==> src/rtl/hp_slot_pkg.sv <==
package hp_slot_pkg;
  typedef enum logic [2:0] {
    S_ISO   = 3'd0,
    S_STEP1 = 3'd1,
    S_STEP2 = 3'd2,
    S_STEP3 = 3'd3,
    S_LIVE  = 3'd4
  } seq_state_e;

  typedef struct packed {
    logic clk_en;
    logic bus_en;
    logic rst_rel;
  } slot_en_t;
endpackage

==> src/rtl/hp_dly_cnt.sv <==
module hp_dly_cnt #(
  parameter int DLY_W = 16
) (
  input  logic             clk_i,
  input  logic             rst_ni,
  input  logic             load_i,
  input  logic [DLY_W-1:0] load_val_i,
  output logic             zero_o
);
  logic [DLY_W-1:0] cnt_q;

  always_ff @(posedge clk_i or negedge rst_ni) begin
    if (!rst_ni)              cnt_q <= '0;
    else if (load_i)          cnt_q <= load_val_i;
    else if (cnt_q != '0)     cnt_q <= cnt_q - 1'b1;
  end

  assign zero_o = (cnt_q == '0);

  // an expired count stays expired until reloaded
  a_r3_no_underflow: assert property (@(posedge clk_i) disable iff (!rst_ni)
    (zero_o && !load_i) |=> zero_o);
endmodule

==> src/rtl/hp_seq_fsm.sv <==
module hp_seq_fsm
  import hp_slot_pkg::*;
#(
  parameter int DLY_W = 16
) (
  input  logic             clk_i,
  input  logic             rst_ni,
  input  logic             pwr_good_i,
  input  logic             disc_req_i,
  input  logic             swap_order_i,
  input  logic [DLY_W-1:0] dly_step1_i,
  input  logic [DLY_W-1:0] dly_step2_i,
  input  logic [DLY_W-1:0] dly_step3_i,
  output slot_en_t         en_o
);
  seq_state_e       state_q, state_d;
  logic             step1_q, step2_q, rel_q;
  logic             swap_q;
  logic             ld;
  logic [DLY_W-1:0] ld_val;
  logic             zero;

  hp_dly_cnt #(.DLY_W(DLY_W)) i_cnt (
    .clk_i      (clk_i),
    .rst_ni     (rst_ni),
    .load_i     (ld),
    .load_val_i (ld_val),
    .zero_o     (zero)
  );

  always_comb begin
    state_d = state_q;
    ld      = 1'b0;
    ld_val  = dly_step1_i;
    if (disc_req_i) begin
      state_d = S_ISO;
    end else begin
      unique case (state_q)
        S_ISO:   if (pwr_good_i) begin
                   state_d = S_STEP1; ld = 1'b1; ld_val = dly_step1_i;
                 end
        S_STEP1: if (zero) begin
                   state_d = S_STEP2; ld = 1'b1; ld_val = dly_step2_i;
                 end
        S_STEP2: if (zero) begin
                   state_d = S_STEP3; ld = 1'b1; ld_val = dly_step3_i;
                 end
        S_STEP3: if (zero) state_d = S_LIVE;
        default: state_d = state_q;
      endcase
    end
  end

  always_ff @(posedge clk_i or negedge rst_ni) begin
    if (!rst_ni) begin
      state_q <= S_ISO;
      step1_q <= 1'b0;
      step2_q <= 1'b0;
      rel_q   <= 1'b0;
      swap_q  <= 1'b0;
    end else begin
      state_q <= state_d;
      if (disc_req_i) begin
        step1_q <= 1'b0;
        step2_q <= 1'b0;
        rel_q   <= 1'b0;
      end else begin
        if (state_q == S_ISO && pwr_good_i) swap_q  <= swap_order_i;
        if (state_q == S_STEP1 && zero)     step1_q <= 1'b1;
        if (state_q == S_STEP2 && zero)     step2_q <= 1'b1;
        if (state_q == S_STEP3 && zero)     rel_q   <= 1'b1;
      end
    end
  end

  assign en_o.clk_en  = swap_q ? step2_q : step1_q;
  assign en_o.bus_en  = swap_q ? step1_q : step2_q;
  assign en_o.rst_rel = rel_q;

  // the second step never precedes the first
  a_r3_step_order: assert property (@(posedge clk_i) disable iff (!rst_ni)
    step2_q |-> step1_q);
  // reset release comes last
  a_r9_rst_last: assert property (@(posedge clk_i) disable iff (!rst_ni)
    en_o.rst_rel |-> (en_o.clk_en && en_o.bus_en));
  // disconnect clears every enable on the next clock
  a_r11_disc_clears: assert property (@(posedge clk_i) disable iff (!rst_ni)
    disc_req_i |=> (!en_o.clk_en && !en_o.bus_en && !en_o.rst_rel));
  // the order choice is frozen while a sequence runs
  a_r12_order_frozen: assert property (@(posedge clk_i) disable iff (!rst_ni)
    (state_q != S_ISO) |=> $stable(swap_q));
endmodule

==> src/rtl/hp_pin_ctl.sv <==
module hp_pin_ctl
  import hp_slot_pkg::*;
#(
  parameter int NCLK = 7,
  parameter int NSUS = 3
) (
  input  logic            clk_i,
  input  logic            rst_ni,
  input  slot_en_t        en_i,
  input  logic [NCLK-2:0] clk_sw_en_i,
  output logic [NCLK-1:0] clk_low_o,
  output logic [NCLK-1:0] clk_high_o,
  output logic            ad_hold_o,
  output logic [NSUS-1:0] sus_oe_o,
  output logic [NSUS-1:0] sus_val_o,
  output logic            irq_oe_o,
  output logic            pme_oe_o,
  output logic            rst_val_o
);
  localparam int NDRV = NCLK - 1;

  logic bus_en_q;
  logic bus_first;

  always_ff @(posedge clk_i or negedge rst_ni) begin
    if (!rst_ni) bus_en_q <= 1'b0;
    else         bus_en_q <= en_i.bus_en;
  end

  assign bus_first = en_i.bus_en && !bus_en_q;

  for (genvar i = 0; i < NDRV; i++) begin : g_clk
    assign clk_low_o[i]  = clk_sw_en_i[i] && !en_i.clk_en;
    assign clk_high_o[i] = !clk_sw_en_i[i];
  end
  // feedback clock is never forced
  assign clk_low_o[NDRV]  = 1'b0;
  assign clk_high_o[NDRV] = 1'b0;

  for (genvar g = 0; g < NSUS; g++) begin : g_sus
    assign sus_oe_o[g]  = !en_i.bus_en || bus_first;
    assign sus_val_o[g] = en_i.bus_en;

    // the high drive lasts a single clock
    a_r6_one_high: assert property (@(posedge clk_i) disable iff (!rst_ni)
      (sus_oe_o[g] && sus_val_o[g]) |=> !(sus_oe_o[g] && sus_val_o[g]));
  end

  assign ad_hold_o = !en_i.bus_en;
  assign irq_oe_o  = !en_i.bus_en;
  assign pme_oe_o  = !en_i.bus_en;
  assign rst_val_o = en_i.rst_rel;

  // sustained groups tri-state only once the data group is released
  a_r7_ad_released: assert property (@(posedge clk_i) disable iff (!rst_ni)
    !sus_oe_o[0] |-> !ad_hold_o);
  // reset high implies every bus group has left isolation
  a_r9_rst_after_bus: assert property (@(posedge clk_i) disable iff (!rst_ni)
    rst_val_o |-> (!ad_hold_o && !irq_oe_o && !pme_oe_o));
endmodule

==> src/rtl/hp_slot_seq.sv <==
module hp_slot_seq
  import hp_slot_pkg::*;
#(
  parameter int DLY_W = 16,
  parameter int NCLK  = 7,
  parameter int NSUS  = 3
) (
  input  logic             clk_i,
  input  logic             rst_ni,
  input  logic             pwr_good_i,
  input  logic             disc_req_i,
  input  logic             swap_order_i,
  input  logic [DLY_W-1:0] dly_step1_i,
  input  logic [DLY_W-1:0] dly_step2_i,
  input  logic [DLY_W-1:0] dly_step3_i,
  input  logic [NCLK-2:0]  clk_sw_en_i,
  input  logic             tx_req_i,
  output logic             tx_fwd_o,
  output logic             tx_abort_o,
  output logic [NCLK-1:0]  clk_low_o,
  output logic [NCLK-1:0]  clk_high_o,
  output logic             ad_hold_o,
  output logic [NSUS-1:0]  sus_oe_o,
  output logic [NSUS-1:0]  sus_val_o,
  output logic             irq_oe_o,
  output logic             pme_oe_o,
  output logic             rst_val_o
);
  slot_en_t en;

  hp_seq_fsm #(.DLY_W(DLY_W)) i_fsm (
    .clk_i        (clk_i),
    .rst_ni       (rst_ni),
    .pwr_good_i   (pwr_good_i),
    .disc_req_i   (disc_req_i),
    .swap_order_i (swap_order_i),
    .dly_step1_i  (dly_step1_i),
    .dly_step2_i  (dly_step2_i),
    .dly_step3_i  (dly_step3_i),
    .en_o         (en)
  );

  hp_pin_ctl #(.NCLK(NCLK), .NSUS(NSUS)) i_pins (
    .clk_i       (clk_i),
    .rst_ni      (rst_ni),
    .en_i        (en),
    .clk_sw_en_i (clk_sw_en_i),
    .clk_low_o   (clk_low_o),
    .clk_high_o  (clk_high_o),
    .ad_hold_o   (ad_hold_o),
    .sus_oe_o    (sus_oe_o),
    .sus_val_o   (sus_val_o),
    .irq_oe_o    (irq_oe_o),
    .pme_oe_o    (pme_oe_o),
    .rst_val_o   (rst_val_o)
  );

  // abort gate: open only after reset release
  assign tx_fwd_o   = tx_req_i && en.rst_rel;
  assign tx_abort_o = tx_req_i && !en.rst_rel;

  // forwarding only toward a slot whose reset pin is high
  a_r10_fwd_live: assert property (@(posedge clk_i) disable iff (!rst_ni)
    tx_fwd_o |-> rst_val_o);
  // a request is either forwarded or aborted
  a_r10_one_outcome: assert property (@(posedge clk_i) disable iff (!rst_ni)
    tx_req_i |-> (tx_fwd_o != tx_abort_o));
endmodule

==> config.mk <==
export PLATFORM = sky130hd
export DESIGN_NAME = hp_slot_seq
export DESIGN_NICKNAME = d
export VERILOG_FILES = /design/src/rtl/hp_slot_pkg.sv /design/src/rtl/hp_dly_cnt.sv /design/src/rtl/hp_seq_fsm.sv /design/src/rtl/hp_pin_ctl.sv /design/src/rtl/hp_slot_seq.sv
export SDC_FILE = /design/constraint.sdc
export NUM_CORES = 1
export LEC_CHECK = 0
export ABC_AREA = 1
export BUFFER_PORTS_ARGS = -buffer_cell sky130_fd_sc_hd__buf_2
export CORE_MARGIN = 2
export CORE_UTILIZATION = 49
export DETAILED_ROUTE_END_ITERATION = 8
export GPL_TIMING_DRIVEN = 0
export HOLD_SLACK_MARGIN = 0.1
export PLACE_DENSITY = 0.81
export SYNTH_ARGS = -nofsm -noshare
export SYNTH_HDL_FRONTEND = slang
export SYNTH_SLANG_ARGS = --single-unit
==> constraint.sdc <==
create_clock -name clk_i -period 2.3 [get_ports clk_i]
set_clock_uncertainty 0.1 [all_clocks]
set_input_delay 0.345 -clock clk_i [delete_from_list [all_inputs] [get_ports clk_i]]
set_output_delay 0.345 -clock clk_i [all_outputs]
set_load 0.03 [all_outputs]
Yosys cells after proc, flatten, opt, wreduce, memory -nomap -nowiden. Cells that the tools add are included.

Register bits: 24. Input port bits: 60. Word-level logic and storage cells: 75. Output and inout bits: 26.

Equal/unequal tests: 7. Mux-type cells: 24. $add $sub $neg: 1. Reduce and logical (&&, ||, !) cells: 35. Bitwise gates (word level): 1.

Operators by type and width (count): 2-to-1 mux 16 bit (5); one-hot mux 16 bit (2 select lines) (1); logical NOT 16 bit (1); nonzero test 16 bit (1); subtractor 16 x 1 -> 16 bit (second input constant) (1); 2-to-1 mux 3 bit (5); logical AND 1 bit (13); one-hot mux 3 bit (4 select lines) (1); 2-to-1 mux 1 bit (11); logical NOT 1 bit (10); inequality test 3 x 2 -> 1 bit (second input constant) (3); nonzero test 2 bit (4); == test 3 x 2 -> 1 bit (second input constant) (2); AND reduction 5 bit (1); nonzero test 5 bit (1); == test 3 x 1 -> 1 bit (second input constant) (1); logical NOT 3 bit (1); inequality test 3 bit (second input constant) (1); one-hot mux 1 bit (2 select lines) (1); AND reduction 2 bit (1); OR reduction 2 bit (1); logical OR 1 bit (1); NOT 1 bit (1).

Depth between registers and ports, before layout.
Depth after elaboration: 5. Depth in mapped cells: 15. Depth with buffers taken out: 14.

Cells and area by module. Synthesis repeated with hierarchy kept, for this count alone.

Cell total of the unflattened synthesis: 361. Area, all modules: 2299.7 µm².

Modules (own cells, without submodules): hp_dly_cnt (area an instance 1184.9 µm², times used 1, cells an instance 167); hp_seq_fsm (area an instance 940.9 µm², times used 1, cells an instance 164); hp_pin_ctl (area an instance 156.4 µm², times used 1, cells an instance 26); hp_slot_seq (area an instance 17.5 µm², times used 1, cells an instance 4).

Least setup slack after synthesis. Ideal clock, no wire load.

Path type: flip-flop to output port. From: reg i_fsm.swap_q. To: out sus_oe_o[1]. Cell stages (with the launch flop): 5. Path slack: -0.437 ns. Required time: 1.855 ns. Buffers on the path: 1. Arrival time: 2.292 ns. Path through: dfrtp_1 o21ai_0 inv_1 nand2_1 buf_4.

Longest elaborated chain between the ends: 3.

Ends and longest elaborated chain: start, declared (RTL line hp_seq_fsm.sv:18) `logic swap_q;`; start signal, assigned (RTL line hp_seq_fsm.sv:68) `if (state_q == S_ISO && pwr_good_i) swap_q <= swap_order_i;`; 2-to-1 mux 1 bit (RTL line hp_seq_fsm.sv:77) `assign en_o.bus_en = swap_q ? step1_q : step2_q;`; logical NOT 1 bit; net ad_hold_o (RTL line hp_slot_seq.sv:22) `output logic ad_hold_o,`; logical OR 1 bit (RTL line hp_pin_ctl.sv:41) `assign sus_oe_o[g] = !en_i.bus_en || bus_first;`; end, declared (RTL line hp_slot_seq.sv:23) `output logic [NSUS-1:0] sus_oe_o,`.

The timed path passes the listed nets, and every way through them passes these cells.

Worst setup path after layout.
From: reg i_fsm.i_cnt.cnt_q[0]. To: reg i_fsm.i_cnt.cnt_q[0].

Longest elaborated chain between the ends: 5.

Ends and longest elaborated chain: start, declared (RTL line hp_dly_cnt.sv:10) `logic [DLY_W-1:0] cnt_q;`; start signal, assigned (RTL line hp_dly_cnt.sv:14) `else if (load_i) cnt_q <= load_val_i;`; start signal, assigned (RTL line hp_dly_cnt.sv:15) `else if (cnt_q != '0) cnt_q <= cnt_q - 1'b1;`; branches (longest 5 deep; another with subtractor 16 x 1 -> 16 bit).

Parallel ways; which one is timed is not known. The select of a mux whose other input is x is not followed. A chain may end at the register's enable or synchronous reset.

==> results.md <==
Synthesis:
- Summing the areas of all xor and xnor instances in the mapped netlist gives under 10% of the synthesized area.
- The number of distinct standard cells referenced by the synthesized netlist is 29.
- The cell area that synthesis handed to floorplanning was between 2000 and 2500 sq um.
- Among all flip-flop cells after synthesis, the most frequent one is dfrtp_1.
- The fraction of the mapped netlist area in simple logic gates is 42.6%.
- The average instance in the mapped netlist occupies around 6.3 sq um.
- The warning count from the yosys run is 0.
- For this run, the register share of the synthesized area comes to roughly 29%.
- The combinational family with the most area after synthesis is simple AND/OR/NAND/NOR gates.
- In the synthesized netlist the async set-or-reset flop fraction comes to 100%.
- The synthesized netlist devotes 10.9% of its cell area to compound gates.
- The number of synthesized flops with an enable pin is 0.
- After technology mapping, the gate count stands at about 330.
- Summing the areas of all fa, ha and maj instances in the mapped netlist gives about 1.2% of the synthesized area.
- The multiplexer share of the synthesized area is 0%.
- The flop and latch count out of synthesis is 24.

Finish:
- With fillers left out, the area of the finished cells amounts to roughly 2600 sq um.
- The post-layout net count is 485.
- The antenna diode count is 0.
- In the layout the commonest cells are nand2_1 (112), buf_2 (86), nor2_1 (37), inv_1 (34), dfrtp_1 (24).
- Registers take approximately 600 sq um.
- In the final layout, the multi-input gates occupy 1260 sq um.
- The final cell count without fillers is between 400 and 500.
- The most frequent standard cell in the layout excluding fill and tap cells is nand2_1.
- Counting the fill cells in the layout gives 357.
- The area growth from synthesis to layout is 26.4%.
- The fraction of layout cells with a size suffix above 1 is ~29%.

Place:
- The estimated wirelength of the detail-placed design is 4.68 mm.
- The final weighted congestion in routability-driven placement is roughly 0.9.
- Including well taps, the total number of placed cells is between 400 and 500.
- In this run the cell area measured after placement is approximately 2600 sq um.
- The quantity of I/O buffers inserted on ports is 83.
- The worst slack after detailed placement is 0.250 ns.

Worst setup path:
- The worst setup path is captured at a flop.
- The largest single stage delay on the critical path is approximately 0.40 ns.
- The cell with the largest stage delay on the worst path is dfrtp_1.
- The endpoint arrival time on the critical path is around 2.1 ns.
- The number of buffer and inverter stages on the critical path is 3.
- The class of the most critical setup path is flop to flop.
- Of all nets on the critical path, the largest fanout is 8.
- Following the worst setup path forward leads to its endpoint at i_fsm.i_cnt.cnt_q[0].
- Grouping stages by cell kind, the critical path spends the most delay in simple AND/OR/NAND/NOR gates.
- STA classifies the critical path startpoint as a flop.
- The capturing point of the worst reg2reg path is i_fsm.i_cnt.cnt_q[0].
- In this run the worst setup path begins at i_fsm.i_cnt.cnt_q[0].
- In this run the critical register-to-register path is launched from i_fsm.i_cnt.cnt_q[0].
- The cell seen most often among critical-path stages is inv_1.
- The number of cells on the worst reg-to-reg path is 11.
- The critical path depth is 11.
- The worst register-to-register path has a setup slack of roughly 0.27 ns.
- The critical path goes through inv_1, ha_1, inv_1, nor2_1, nand2_1, nor2_4, nand2_4, inv_2, nand3_1, o21ai_0, a21oi_1.
- STA puts the critical path data required time at between 2 and 2.5 ns.

Power:
- Of the total power, the share spent switching nets is approximately 47%.
- The internal power consumption is 1.18 mW.
- The static leakage is 1.51 nW.
- The total power divided by cell area is around 840 nW/um^2.
- Summed over all nets, the switching power comes to around 1.0 mW.
- The portion of total power attributed to combinational logic is about 52%.
- The clock share of power is a little over an eighth.
- Per report_power, the sequential group accounts for about a third of the total.
- Across the VDD grid, the largest voltage drop is about 0.44 mV.

Routing:
- The routed design has just under 6 mm of wire.
- Dividing the detail-routed via count by the number of cells gives 4.99.
- After the first detailed-routing iteration, the DRC count stood at 146.
- Dividing the detail-routed wire length by the instance count gives 12.5 microns.
- The via count of the routed design is ~2.4k.
- The count of TritonRoute iterations in the first routing pass is 4.
- After detailed routing, the number of remaining DRC violations is 0.
- The remaining antenna violation count is 0.

Clock tree:
- After clock tree synthesis, the setup repair step added 0 buffers.
- The total number of clock tree sinks is 24.
- In this run the clock root is driven by a clkbuf_8.
- TritonCTS built the clock tree.
- CTS built an H-tree with a depth of 1.
- No sink is reached through more buffers than the 2 on the longest clock path.
- The insertion delay to the later sink of the worst-skew pair is roughly 0.27 ns.
- The clock slew seen by the registers of the worst setup and hold paths is around 0.09 ns.
- Counting the buffers created by CTS gives 3.

Run status:
- The flow ran to the end, and the final reports show no timing, DRC or antenna violations.

Floorplan:
- The number of core rows is 23.
- For this configuration, the core starts out at a cell density of ~52%.
- The die is 69.4 microns wide.
- The placeable core area is between 4000 and 5000 sq um.
- The number of top-level design ports is 86.
- The die covers between 4000 and 5000 sq um.
- The die span in y is about 69 microns.

Worst hold path:
- The worst min-delay path startpoint is swap_order_i.
- The worst min-delay path category is input pin to flop.

Global routing:
- The initial antenna violation count is 0.
- The leftover overflow at the end of global routing is 0.
- Global routing consumed, over all layers together, about 25% of the routing resources.
- The first-pass GRT wire length is approximately 10 mm.
- Entering global routing, the biggest net connects 25 pins.
- The number of global-route vias before repair is roughly 2.2k.

Timing:
- Setup repair after global routing left no endpoint under its margin.
- In the final timing run, aggregate negative setup slack is 0 ns.
- At the pin with the least slew margin, the transition time is between 0.6 and 0.7 ns.
- Headroom to the max-slew limit came out at 59.4%.
- Setup violations remaining at the end of the flow were counted as 0.
- Setup slack on the critical path of the routed design comes to 0.270 ns.
- The total count of hold-check failures in the final report is 0.
- The achievable frequency is slightly below 0.5 GHz.
- Of the available clock period, the critical path in the final layout requires 88.3%.
- The final max-slew violation count came to 0.
- The clock period minus final worst setup slack is a little over 2 ns.

Job:
- Max-cap violations in this run came to 0.
[layout make-up]
cell class	count	share of cell area [%]
repair buffers	84	16.1
well taps	50	2.36
clock buffers	4	2.08
plain buffers	15	4.11
multi-input cells	258	47.5
inverters	37	5.24
flip-flops and latches	24	22.7
[sequential cells by signal, summed over array words and instances, names as in the netlist]
name               count
i_fsm.swap_q           1
i_fsm.step1_q          1
i_pins.bus_en_q        1
i_fsm.state_q          3
i_fsm.step2_q          1
i_fsm.rel_q            1
i_fsm.i_cnt.cnt_q     16
[Yosys cell counts (3+ instances only)]
library cell / number / area share [%]
a21oi_1: 23 / 5.5
buf_2: 3 / 0.72
buf_4: 9 / 3.2
dfrtp_1: 24 / 29
inv_1: 34 / 6.1
nand2_1: 112 / 20
nand2_2: 5 / 1.5
nand2_4: 3 / 1.6
nand3_1: 21 / 5.0
nand4_1: 7 / 2.1
nor2_1: 38 / 6.8
nor2_2: 4 / 1.2
nor2_4: 3 / 1.6
o21ai_0: 20 / 4.8
xnor2_1: 4 / 1.7
xor2_1: 7 / 2.9
[metrics by stage]
stage | utilization [%] | power [mW] | hold WS, ns
6_report | 65.3 | 2.22 | 0.192
2_1_floorplan | - | 1.62 | -0.0506
4_1_cts | 65.2 | 2.21 | 0.197
5_1_grt | 65.3 | 2.41 | 0.194
3_3_place_gp | 63.6 | 1.88 | 0.257
3_5_place_dp | 63.6 | 1.91 | 0.262
[power groups by stage]
stage / clock (mW) / combinational (mW) / sequential (mW)
after floorplan: 0 / 0.884 / 0.734
after global placement: 0 / 1.11 / 0.764
after detailed placement: 0 / 1.14 / 0.771
after CTS: 0.295 / 1.15 / 0.763
after global routing: 0.320 / 1.31 / 0.784
final: 0.297 / 1.16 / 0.764
[cell families after synthesis]
kind of cell / count (synthesis)
and+or+nand+nor: 198
buffers and inverters: 52
AOI/OAI and AO/OA: 45
DFF: 24
xor gates and xnor gates: 11
adders and majority gates: 2
other: 1
[worst min-delay path: stages]
cell,delay [ns]
buf_2,0.07
nand2_1,0.05
nand2_1,0.06
[layer usage]
metal	part of all wire (%)	vias to the layer above	routed length, microns	GRT usage (%)
met5	0	-	0	0
met4	0.78	0	46	3.70
met3	4.9	8	289	3.78
met2	50	61	2960	44.3
met1	44	1066	2630	33.2
li1	-	1218	-	-
[how the worst min path moves through the flow]
stage / to / slack, ns / cells after the start
4_1_cts: i_fsm.swap_q / 0.20 / 3
5_1_grt: i_fsm.swap_q / 0.19 / 3
3_3_place_gp: i_fsm.i_cnt.cnt_q[13] / 0.26 / 1
3_5_place_dp: i_fsm.i_cnt.cnt_q[13] / 0.26 / 1
2_1_floorplan: i_fsm.i_cnt.cnt_q[0] / -0.05 / 0
6_report: i_fsm.swap_q / 0.19 / 3
[what timing repair did]
action                                  CTS  global route
endpoints found under the setup margin    0             3
endpoints found under the hold margin    24             0
hold buffers                              1             0
gates resized for setup                   0             1
(Power assumes the default switching activity.)
